===== src/rtl/vperf_pkg.sv =====
package vperf_pkg;
    localparam int DW          = 32;
    localparam int REGION_BITS = 5;   // 0x20-byte stride per CPU

    localparam logic [REGION_BITS-1:0] OFS_CUR = 5'h00;
    localparam logic [REGION_BITS-1:0] OFS_SET = 5'h04;
    localparam logic [REGION_BITS-1:0] OFS_LEN = 5'h08;
    localparam logic [REGION_BITS-1:0] OFS_SEL = 5'h0C;
    localparam logic [REGION_BITS-1:0] OFS_TBL = 5'h10;
    localparam logic [REGION_BITS-1:0] OFS_DOM = 5'h14;

    typedef enum logic [1:0] {
        ST_IDLE,
        ST_SETUP,
        ST_ACCESS
    } bus_state_e;
endpackage


===== src/rtl/vperf_resolve.sv =====
module vperf_resolve
    import vperf_pkg::*;
#(
    parameter int MAXPTS = 8
) (
    input  logic [DW-1:0]        want,
    input  logic [DW-1:0]        len,
    input  logic [MAXPTS*DW-1:0] tbl,
    output logic [DW-1:0]        got
);
    localparam int IW = (MAXPTS > 1) ? $clog2(MAXPTS) : 1;

    logic [DW-1:0] ent [MAXPTS];
    logic [DW-1:0] lim;
    logic [IW-1:0] last_idx;
    logic          found;

    for (genvar g = 0; g < MAXPTS; g++) begin : g_ent
        assign ent[g] = tbl[g*DW +: DW];
    end

    always_comb begin
        lim      = (len > DW'(MAXPTS)) ? DW'(MAXPTS) : len;
        last_idx = IW'(lim - 1);
        found    = 1'b0;
        got      = '0;
        if (len <= 1) begin
            // single entry is the ceiling, floor is 1
            if (want < 1)
                got = 1;
            else if (want > ent[0])
                got = ent[0];
            else
                got = want;
        end else begin
            got = ent[last_idx];
            for (int i = 0; i < MAXPTS; i++) begin
                if (!found && (DW'(i) < lim) && (ent[i] >= want)) begin
                    got   = ent[i];
                    found = 1'b1;
                end
            end
        end
    end
endmodule


===== src/rtl/vperf_slot.sv =====
module vperf_slot
    import vperf_pkg::*;
#(
    parameter int MAXPTS = 8
) (
    input  logic                   clk,
    input  logic                   rst_n,
    input  logic                   sel_we,
    input  logic [DW-1:0]          wdata,
    input  logic [REGION_BITS-1:0] offs,
    input  logic [DW-1:0]          cur,
    input  logic [DW-1:0]          len,
    input  logic [MAXPTS*DW-1:0]   tbl,
    input  logic [DW-1:0]          dom,
    output logic [DW-1:0]          rdata
);
    localparam int IW = (MAXPTS > 1) ? $clog2(MAXPTS) : 1;

    logic [DW-1:0] sel_q;
    logic [DW-1:0] ent [MAXPTS];
    logic [DW-1:0] lim;
    logic [DW-1:0] win;

    for (genvar g = 0; g < MAXPTS; g++) begin : g_ent
        assign ent[g] = tbl[g*DW +: DW];
    end

    always_ff @(posedge clk) begin
        if (!rst_n)
            sel_q <= '0;
        else if (sel_we)
            sel_q <= wdata;
    end

    always_comb begin
        lim = (len > DW'(MAXPTS)) ? DW'(MAXPTS) : len;
        win = (sel_q < lim) ? ent[sel_q[IW-1:0]] : '0;
    end

    always_comb begin
        unique case (offs)
            OFS_CUR: rdata = cur;
            OFS_LEN: rdata = len;
            OFS_SEL: rdata = sel_q;
            OFS_TBL: rdata = win;
            OFS_DOM: rdata = dom;
            default: rdata = '0;
        endcase
    end
endmodule


===== src/rtl/vperf_regbank.sv =====
module vperf_regbank
    import vperf_pkg::*;
#(
    parameter int NCPU   = 3,
    parameter int MAXPTS = 8,
    parameter int ADDR_W = $clog2(NCPU) + 5
) (
    input  logic                     clk,
    input  logic                     rst_n,
    input  logic                     psel,
    input  logic                     penable,
    input  logic                     pwrite,
    input  logic [ADDR_W-1:0]        paddr,
    input  logic [31:0]              pwdata,
    output logic [31:0]              prdata,
    input  logic [NCPU*32-1:0]       host_cur,
    input  logic [NCPU*32-1:0]       host_len,
    input  logic [NCPU*MAXPTS*32-1:0] host_tbl,
    input  logic [NCPU*32-1:0]       host_dom,
    output logic                     req_valid,
    output logic [ADDR_W-6:0]        req_cpu,
    output logic [31:0]              req_perf
);
    localparam int CPU_W  = ADDR_W - REGION_BITS;
    localparam int TBL_W  = MAXPTS * DW;

    bus_state_e state_q, state_d;

    logic                   commit;
    logic [CPU_W-1:0]       cpu_idx;
    logic [REGION_BITS-1:0] offs;
    logic                   hit;
    logic [DW-1:0]          slot_rd [NCPU];
    logic [DW-1:0]          rd_pick;
    logic [TBL_W-1:0]       tbl_pick;
    logic [DW-1:0]          len_pick;
    logic [DW-1:0]          legal;

    assign cpu_idx = paddr[ADDR_W-1:REGION_BITS];
    assign offs    = paddr[REGION_BITS-1:0];
    assign hit     = (32'(cpu_idx) < 32'(NCPU));
    assign commit  = (state_q == ST_SETUP) && psel && penable;

    // ---------------- bus sequencer: state register ----------------
    always_ff @(posedge clk) begin
        if (!rst_n)
            state_q <= ST_IDLE;
        else
            state_q <= state_d;
    end

    // ---------------- bus sequencer: next state ----------------
    always_comb begin
        state_d = state_q;
        unique case (state_q)
            ST_IDLE:   state_d = (psel && !penable) ? ST_SETUP : ST_IDLE;
            ST_SETUP: begin
                if (psel && penable)
                    state_d = ST_ACCESS;
                else if (psel)
                    state_d = ST_SETUP;
                else
                    state_d = ST_IDLE;
            end
            ST_ACCESS: state_d = (psel && !penable) ? ST_SETUP : ST_IDLE;
            default:   state_d = ST_IDLE;
        endcase
    end

    // ---------------- per-CPU regions ----------------
    for (genvar g = 0; g < NCPU; g++) begin : g_cpu
        logic we_sel;
        assign we_sel = commit && pwrite && hit && (cpu_idx == CPU_W'(g)) &&
                        (offs == OFS_SEL);
        vperf_slot #(.MAXPTS(MAXPTS)) u_slot (
            .clk   (clk),
            .rst_n (rst_n),
            .sel_we(we_sel),
            .wdata (pwdata),
            .offs  (offs),
            .cur   (host_cur[g*DW +: DW]),
            .len   (host_len[g*DW +: DW]),
            .tbl   (host_tbl[g*TBL_W +: TBL_W]),
            .dom   (host_dom[g*DW +: DW]),
            .rdata (slot_rd[g])
        );
    end

    always_comb begin
        rd_pick  = '0;
        tbl_pick = '0;
        len_pick = '0;
        for (int k = 0; k < NCPU; k++) begin
            if (cpu_idx == CPU_W'(k)) begin
                rd_pick  = slot_rd[k];
                tbl_pick = host_tbl[k*TBL_W +: TBL_W];
                len_pick = host_len[k*DW +: DW];
            end
        end
    end

    // one legalizer shared by all CPUs, fed through the address mux
    vperf_resolve #(.MAXPTS(MAXPTS)) u_resolve (
        .want(pwdata),
        .len (len_pick),
        .tbl (tbl_pick),
        .got (legal)
    );

    // ---------------- outputs ----------------
    assign prdata = (commit && !pwrite && hit) ? rd_pick : '0;

    always_ff @(posedge clk) begin
        if (!rst_n) begin
            req_valid <= 1'b0;
            req_cpu   <= '0;
            req_perf  <= '0;
        end else begin
            req_valid <= commit && pwrite && hit && (offs == OFS_SET);
            if (commit && pwrite && hit && (offs == OFS_SET)) begin
                req_cpu  <= cpu_idx;
                req_perf <= legal;
            end
        end
    end

    // ---------------- assertions ----------------
    AST_STROBE_SINGLE: assert property (@(posedge clk) disable iff (!rst_n)
        req_valid |=> !req_valid);
    AST_STROBE_CPU_RANGE: assert property (@(posedge clk) disable iff (!rst_n)
        req_valid |-> (32'(req_cpu) < 32'(NCPU)));
    AST_STROBE_AFTER_ENABLE: assert property (@(posedge clk) disable iff (!rst_n)
        req_valid |-> $past(psel && penable && pwrite));
    AST_NOLIST_CLAMP: assert property (@(posedge clk) disable iff (!rst_n)
        (req_valid && ($past(len_pick) <= 1)) |->
        ((req_perf >= 1) && (req_perf <= $past(tbl_pick[DW-1:0]))));
    AST_LIST_FLOOR: assert property (@(posedge clk) disable iff (!rst_n)
        (req_valid && ($past(len_pick) > 1) &&
         ($past(pwdata) <= $past(tbl_pick[DW-1:0]))) |->
        (req_perf == $past(tbl_pick[DW-1:0])));
endmodule


===== config.mk =====
export PLATFORM = sky130hd
export DESIGN_NAME = vperf_regbank
export DESIGN_NICKNAME = d
export VERILOG_FILES = /design/src/rtl/vperf_pkg.sv /design/src/rtl/vperf_resolve.sv /design/src/rtl/vperf_slot.sv /design/src/rtl/vperf_regbank.sv
export SDC_FILE = /design/constraint.sdc
export NUM_CORES = 2
export LEC_CHECK = 0
export BUFFER_PORTS_ARGS = -buffer_cell sky130_fd_sc_hd__buf_4
export CELL_PAD_IN_SITES_DETAIL_PLACEMENT = 1
export CELL_PAD_IN_SITES_GLOBAL_PLACEMENT = 2
export CORE_AREA = 2 2 448 450
export DETAILED_ROUTE_END_ITERATION = 6
export DIE_AREA = 0 0 450 452
export GPL_ROUTABILITY_DRIVEN = 1
export PLACE_DENSITY_LB_ADDON = 0.12
export SYNTH_ARGS = -nofsm -noshare
export SYNTH_HDL_FRONTEND = slang
export SYNTH_SLANG_ARGS = --single-unit

===== constraint.sdc =====
create_clock -name clk -period 5.1 [get_ports clk]
set_input_delay 0 -clock clk [delete_from_list [all_inputs] [get_ports clk]]
set_output_delay 0 -clock clk [all_outputs]
set_load 0.01 [all_outputs]

## After elaboration in Yosys (flattened, before gate mapping)

Index checks and enable logic that the tools add are counted.

| operators by class | value |
|---|---|
| multiplexer cells | 61 |
| add/sub/neg operators | 1 |
| shift operators | 0 |
| $mul | 0 |
| div/mod/pow operators | 0 |
| reduce and logical (&&, ||, !) cells | 43 |
| magnitude comparators | 31 |
| eq/ne operators | 9 |
| bitwise logic cells | 4 |

Operator list:

| cell | number |
|---|---|
| 32-bit two-way mux | 33 |
| 256-bit two-way mux | 3 |
| 32-bit one-hot mux with 5 select lines | 3 |
| 32-bit binary-select mux with 3-bit select | 4 |
| 32-bit greater-or-equal comparator | 8 |
| 32-bit by 4-bit > comparator with 1-bit output (second input constant) | 4 |
| 3-bit by 32-bit less-than comparator with 1-bit output (first input constant) | 4 |
| 32-bit less-than comparator | 3 |
| 1-bit by 32-bit less-than comparator with 1-bit output (first input constant) | 2 |
| 2-bit by 32-bit less-than comparator with 1-bit output (first input constant) | 2 |
| 32-bit > comparator | 1 |
| 32-bit by 1-bit less-or-equal comparator with 1-bit output (second input constant) | 1 |
| 32-bit by 1-bit less-than comparator with 1-bit output (second input constant) | 1 |
| 1-bit logical AND | 30 |
| 4-bit greater-or-equal comparator (second input constant) | 4 |
| 1-bit two-way mux | 16 |
| 3-bit inverter with 4-bit output | 4 |
| 5-bit by 4-bit equality test with 1-bit output (second input constant) | 2 |
| 5-bit equality test (second input constant) | 2 |
| 1-bit zero test | 9 |
| 5-bit by 3-bit equality test with 1-bit output (second input constant) | 1 |
| 5-bit zero test | 1 |
| 2-bit by 1-bit equality test with 1-bit output (second input constant) | 2 |
| 2-bit equality test (second input constant) | 2 |
| 6 further kinds | 7 |

| word-level totals | value |
|---|---|
| bits in registers | 133 |
| ROM bits | 0 |
| bits in latches | 0 |
| memories kept | 0 |
| output and inout port bits | 67 |
| RAM bits | 0 |

## Logic depth before layout (Yosys ltp)

| depth | value |
|---|---|
| depth after elaboration | 45 |
| gate-level depth with buffers | 26 |
| gate-level depth less buffers | 16 |

## By module

From an unflattened synthesis, not the netlist that was laid out.

| unflattened totals | value |
|---|---|
| cell total of the unflattened synthesis | 4183 |
| area, all modules | 35241.3 µm² |

By module, submodules not included:

| module | area each (µm²) | instances | cells each |
|---|---|---|---|
| vperf_resolve | 11173.2 | 1 | 1406 |
| vperf_slot at g_cpu[0].u_slot ... | 5396.4 | 2 | 538 |
| vperf_regbank | 8496.9 | 1 | 1269 |
| vperf_slot at g_cpu[1].u_slot | 4778.3 | 1 | 432 |

## Worst setup path before layout

OpenSTA, ideal clock, no wires.

| path | value |
|---|---|
| path kind | input port to flip-flop |
| from | in paddr[5] |
| to | reg req_perf[5] |
| stages | 25 |
| data required time | 5.030 ns |
| data arrival time | 4.669 ns |
| library setup time | 0.070 ns |
| path slack | 0.361 ns |
| cells stage by stage | buf_2 -> nor2b_1 -> clkbuf_1 -> buf_2 -> buf_2 -> buf_1 -> clkbuf_1 -> buf_1 -> nand2_1 -> o21ai_0 -> ha_1 -> a21o_1 -> a221o_1 -> a221oi_1 -> o21ai_0 -> a21oi_1 -> or2_2 -> buf_4 -> nand4_2 -> buf_4 -> or3_4 -> o21ai_2 -> buf_6 -> a211oi_1 -> a21oi_1 |

| between the ends | value |
|---|---|
| longest elaborated chain between the ends | 45 |
| elaborated cells on any way between the ends | 84 |

Ends and longest elaborated chain:

| item | line | source |
|---|---|---|
| start, declared | vperf_regbank.sv:13 | `input logic [ADDR_W-1:0] paddr,` |
| 2-bit zero test | vperf_regbank.sv:94 | `if (cpu_idx == CPU_W'(k)) begin` |
| 32-bit two-way mux (3 in a row) | vperf_regbank.sv:94 |  |
| 32-bit by 4-bit > comparator with 1-bit output | vperf_resolve.sv:23 | `lim = (len > DW'(MAXPTS)) ? DW'(MAXPTS) : len;` |
| 32-bit two-way mux | vperf_resolve.sv:23 |  |
| 1-bit by 32-bit less-than comparator with 1-bit output | vperf_resolve.sv:38 | `if (!found && (DW'(i) < lim) && (ent[i] >= want)) begin` |
| 1-bit logical AND | vperf_resolve.sv:38 |  |
| 1-bit two-way mux | vperf_resolve.sv:38 |  |
| 1-bit two-way mux | vperf_resolve.sv:27 | `if (len <= 1) begin` |
| [... 25 more ...] | n/a |  |
| 1-bit zero test | vperf_resolve.sv:38 |  |
| 1-bit logical AND (2 in a row) | vperf_resolve.sv:38 |  |
| 1-bit two-way mux | vperf_resolve.sv:38 |  |
| 1-bit two-way mux | vperf_resolve.sv:27 |  |
| 1-bit zero test | vperf_resolve.sv:38 |  |
| 1-bit logical AND (2 in a row) | vperf_resolve.sv:38 |  |
| 32-bit two-way mux | vperf_resolve.sv:38 |  |
| 32-bit two-way mux | vperf_resolve.sv:27 |  |
| end signal, assigned | vperf_regbank.sv:122 | `req_perf <= legal;` |
| end, declared | vperf_regbank.sv:22 | `output logic [31:0] req_perf` |

Parallel ways exist; a longest one is shown, timed or not. The select of a mux whose other input is x is not followed.
A chain may end at the register's enable or synchronous reset.

## Worst setup path in the final report

| path | value |
|---|---|
| from | in host_len[45] |
| to | out prdata[20] |

| between the ends | value |
|---|---|
| longest elaborated chain between the ends | 8 |

Ends and longest elaborated chain:

| item | line | source |
|---|---|---|
| start, declared | vperf_regbank.sv:17 | `input logic [NCPU*32-1:0] host_len,` |
| 32-bit by 4-bit > comparator with 1-bit output | vperf_slot.sv:36 | `lim = (len > DW'(MAXPTS)) ? DW'(MAXPTS) : len;` |
| 32-bit two-way mux (*) | vperf_slot.sv:36 |  |
| 32-bit less-than comparator (*) | vperf_slot.sv:37 | `win = (sel_q < lim) ? ent[sel_q[IW-1:0]] : '0;` |
| 32-bit two-way mux (*) | vperf_slot.sv:37 |  |
| 32-bit one-hot mux with 5 select lines (*) | vperf_slot.sv:41 | `unique case (offs)` |
| 32-bit two-way mux (*) (2 in a row) | vperf_regbank.sv:94 |  |
| 32-bit two-way mux (*) | vperf_regbank.sv:111 | `assign prdata = (commit && !pwrite && hit) ? rd_pick : '0;` |
| end, declared | vperf_regbank.sv:15 | `output logic [31:0] prdata,` |

Every way passes the cells marked *; elsewhere a longest branch is shown, timed or not.

==> results_dict.tcl <==
set metrics [dict create \
    wl_per_cell_um 43.3 \
    drive_gt1_share_pct 38.3 \
    clock-sinks 133 \
    power.total_w 0.00751 \
    rsz0062_at_grt "false" \
    synth.largest_area_cell "mux4_2" \
    hold_ws_ps 41.0 \
    clkTransAtPathRegs_ps 80 \
    crit_type "input port to primary output" \
    crit_required_ps 5100 \
    slew_headroom_pct 15.4 \
    yosysMostFrequentCell "nand2_1" \
    grt_max_degree 97 \
    ys.flop_type "dfxtp_1" \
    ir_drop_mv 0.297 \
    synth_edf_count 0 \
    gp_congestion 0.980 \
    grt_pass1_wl_um 457000 \
    drt-pass1-iter-count 6 \
    fin_crit_ps 4890 \
    cts_tree "done" \
    core_um2 199000 \
    synth_top_family_by_area "multiplexers" \
    rows 164 \
    finalSetupViolCount 0 \
    path_max_fanout 18 \
    dieArea_um2 203000 \
    cap_violations 0 \
    worstMarginPinSlew_ps 1270 \
    post-route-drc-count 0 \
    synth_compound_area_share_pct 27.7 \
    synth_area_per_cell_um2 8.01 \
    cts.path.max_buffers 2 \
    synth_top_area_share_pct 16.2 \
    synth-seq-cells 133 \
    port_buffers 1166 \
    synth_xor_xnor_area_share_pct 0.113 \
    fmax_mhz 205 \
    p_clk_share_pct 18.8 \
    overflow 0 \
    leakage_nw 21.9 \
    end_kind "primary output" \
    worstPathArrival_ps 4890 \
    clk_latency_ps 530 \
    hold_path.class "input port to flop" \
    grt_pass1_vias 44947 \
    die_width_um 450 \
    gr-usage-all-layers_pct 33.8 \
    nets 7020 \
    antenna_found_initial 59 \
    num_io_pins 1167 \
    synthAdderAreaFrac_pct 13.7 \
    combPwrFrac_pct 67.4 \
    wirelength_um 358000 \
    synthTopCellsByArea "mux4_2, ha_1, mux2i_1" \
    final_max_slew_viol_count 0 \
    critPathLaunchType "input port" \
    drt-initial-drc-count 3892 \
    h-tree-depth 4 \
    async_flop_share_pct 0 \
    vias 43466 \
    finalHoldViolations 0 \
    p_int_w 0.00375 \
    synth_cell_types 86 \
    ys_seq_area_share_pct 8.31 \
    syn_inst 3999 \
    period_share_pct 95.8 \
    yosys.area_share.simple_pct 15.8 \
    p_per_area_nw_per_um2 153 \
    synth.area.mux_share_pct 28.6 \
    start_util_pct 16.1 \
    synth_common_cells "nand2_1, ha_1, a21oi_1, mux2i_1, o21ai_0" \
    netlist_area_um2 32000 \
    synthToLayoutAreaGrowth_pct 53.8 \
    die_h_um 452 \
    numCtsBuffers 17 \
    hpwl_um 310000 \
    power_switching_share_pct 50.2 \
    fin_skew_ps 19.5 \
    cts_root_buffer "clkbuf_16" \
    ant_nets 0 \
    synth_warnings 0 \
    power_switching_w 0.00377 \
    status "finished clean" \
    pwr-share-seq_pct 13.8 \
    via_per_inst 5.25 \
]
==> placed cells by master, fill, tap and decap left out, types with 9 or more instances in the layout <==
master,count
o22ai_1,41
o21a_1,39
nor2b_1,18
inv_1,134
dlygate4sd3_1,23
a21o_1,69
o311a_1,15
mux4_2,230
a22oi_1,76
mux2_2,63
mux2i_1,328
a21boi_0,103
nand2b_1,31
and4_1,11
buf_4,1718
nand2_1,518
diode_2,40
o21ai_1,28
buf_12,47
o31ai_1,11
dfxtp_1,124
o211ai_1,15
conb_1,84
o21ai_0,280
nor3_1,18
nor3b_1,17
o32a_1,9
nand3_1,63
a211oi_1,35
clkbuf_16,17
a21oi_1,333
nor2_1,236
ha_1,350
nand4_1,66
nor4_1,75
a221oi_1,68
o211a_1,17
o221ai_1,26
a221o_1,102
==> stage by stage <==
| stage | TNS (ps) | area (µm²) | util, % | std cells | setup slack (ps) |
|---|---|---|---|---|---|
| final | 0 | 49200 | 24.8 | 8278 | 215 |
| after global routing | 0 | 49200 | 24.8 | 8271 | 178 |
| after CTS | 0 | 49100 | 24.7 | 8238 | 397 |
| after detailed placement | -113 | 48300 | 24.3 | 8183 | -52.0 |
| after global placement | -50.5 | 48300 | 24.3 | 8183 | -45.7 |
| after floorplan | 0 | 32300 | - | 4082 | 361 |
==> critical path, cell delays in order <==
cell     delay, ps
buf_4          140
nor4_1         460
nand2_1        190
nor4_1         580
nand2_1        120
ha_1           280
a21o_1         160
a21o_1         170
a21oi_1        360
o41ai_1        150
a211o_1        710
buf_4          410
o21a_1         240
nor4_1         570
buf_4          220
buf_4          120
==> power groups by stage <==
stage | clock network (W) | logic (W) | registers (W)
6_report | 0.00141 | 0.00507 | 0.00104
5_1_grt | 0.00147 | 0.00525 | 0.00104
4_1_cts | 0.00145 | 0.00500 | 0.00104
3_5_place_dp | 0 | 0.00497 | 0.00106
3_3_place_gp | 0 | 0.00496 | 0.00106
2_1_floorplan | 0 | 0.00180 | 0.00106
==> worst paths after layout <==
kind | start | to | slack (ps) | cells past startpoint
setup / recovery | host_len[45] | prdata[20] | 210 | 16
setup reg to reg | state_q[1]$_SDFF_PN0_ | req_perf[16]$_SDFFE_PN0P_ | 1870 | 9
hold / removal | pwdata[31] | g_cpu[2].u_slot.sel_q[31]$_SDFFE_PN0P_ | 40 | 4
hold reg to reg | req_cpu[1]$_SDFFE_PN0P_ | req_cpu[1]$_SDFFE_PN0P_ | 480 | 2
==> cell type report <==
type                       count  area [µm²]
clock inverter                14         134
timing repair buffer        1790       14100
multi-input combinational   3492       28000
sequential                   133        2690
fill                       23946      149000
inverter                     135         507
tap                         2656        3320
antenna                       40         100
clock buffer                  18         439
==> metal layers <==
layer	global-route usage [%]	share of wire, %	up-vias
met2	57.8	48	1857
met5	0	0.048	-
met1	39.3	39	22475
met3	5.33	5.2	430
met4	21.6	7.4	26
li1	-	-	18678
==> cells by family (layout without fill, tap and decap cells) <==
logic type,count (synthesis),after routing
AOI/OAI and AO/OA,1328,1328
xor gates and xnor gates,2,2
adders and majority gates,351,351
buffers and inverters,457,1957
DFF,133,133
muxes,621,621
other,1,124
and+or+nand+nor,1106,1106
==> repair_timing <==
action | CTS | global route
setup endpoints to repair | 0 | 0
setup buffers | 0 | 0
hold endpoints to repair | 60 | 0
gates resized for setup | 0 | 0
hold buffers | 23 | 0
==> registers in the layout (all words and copies together) (netlist names) <==
name                cells
req_perf               32
g_cpu.u_slot.sel_q     96
state_q                 2
req_cpu                 2
req_valid               1
No activity file was read; power rests on OpenSTA's default activity.
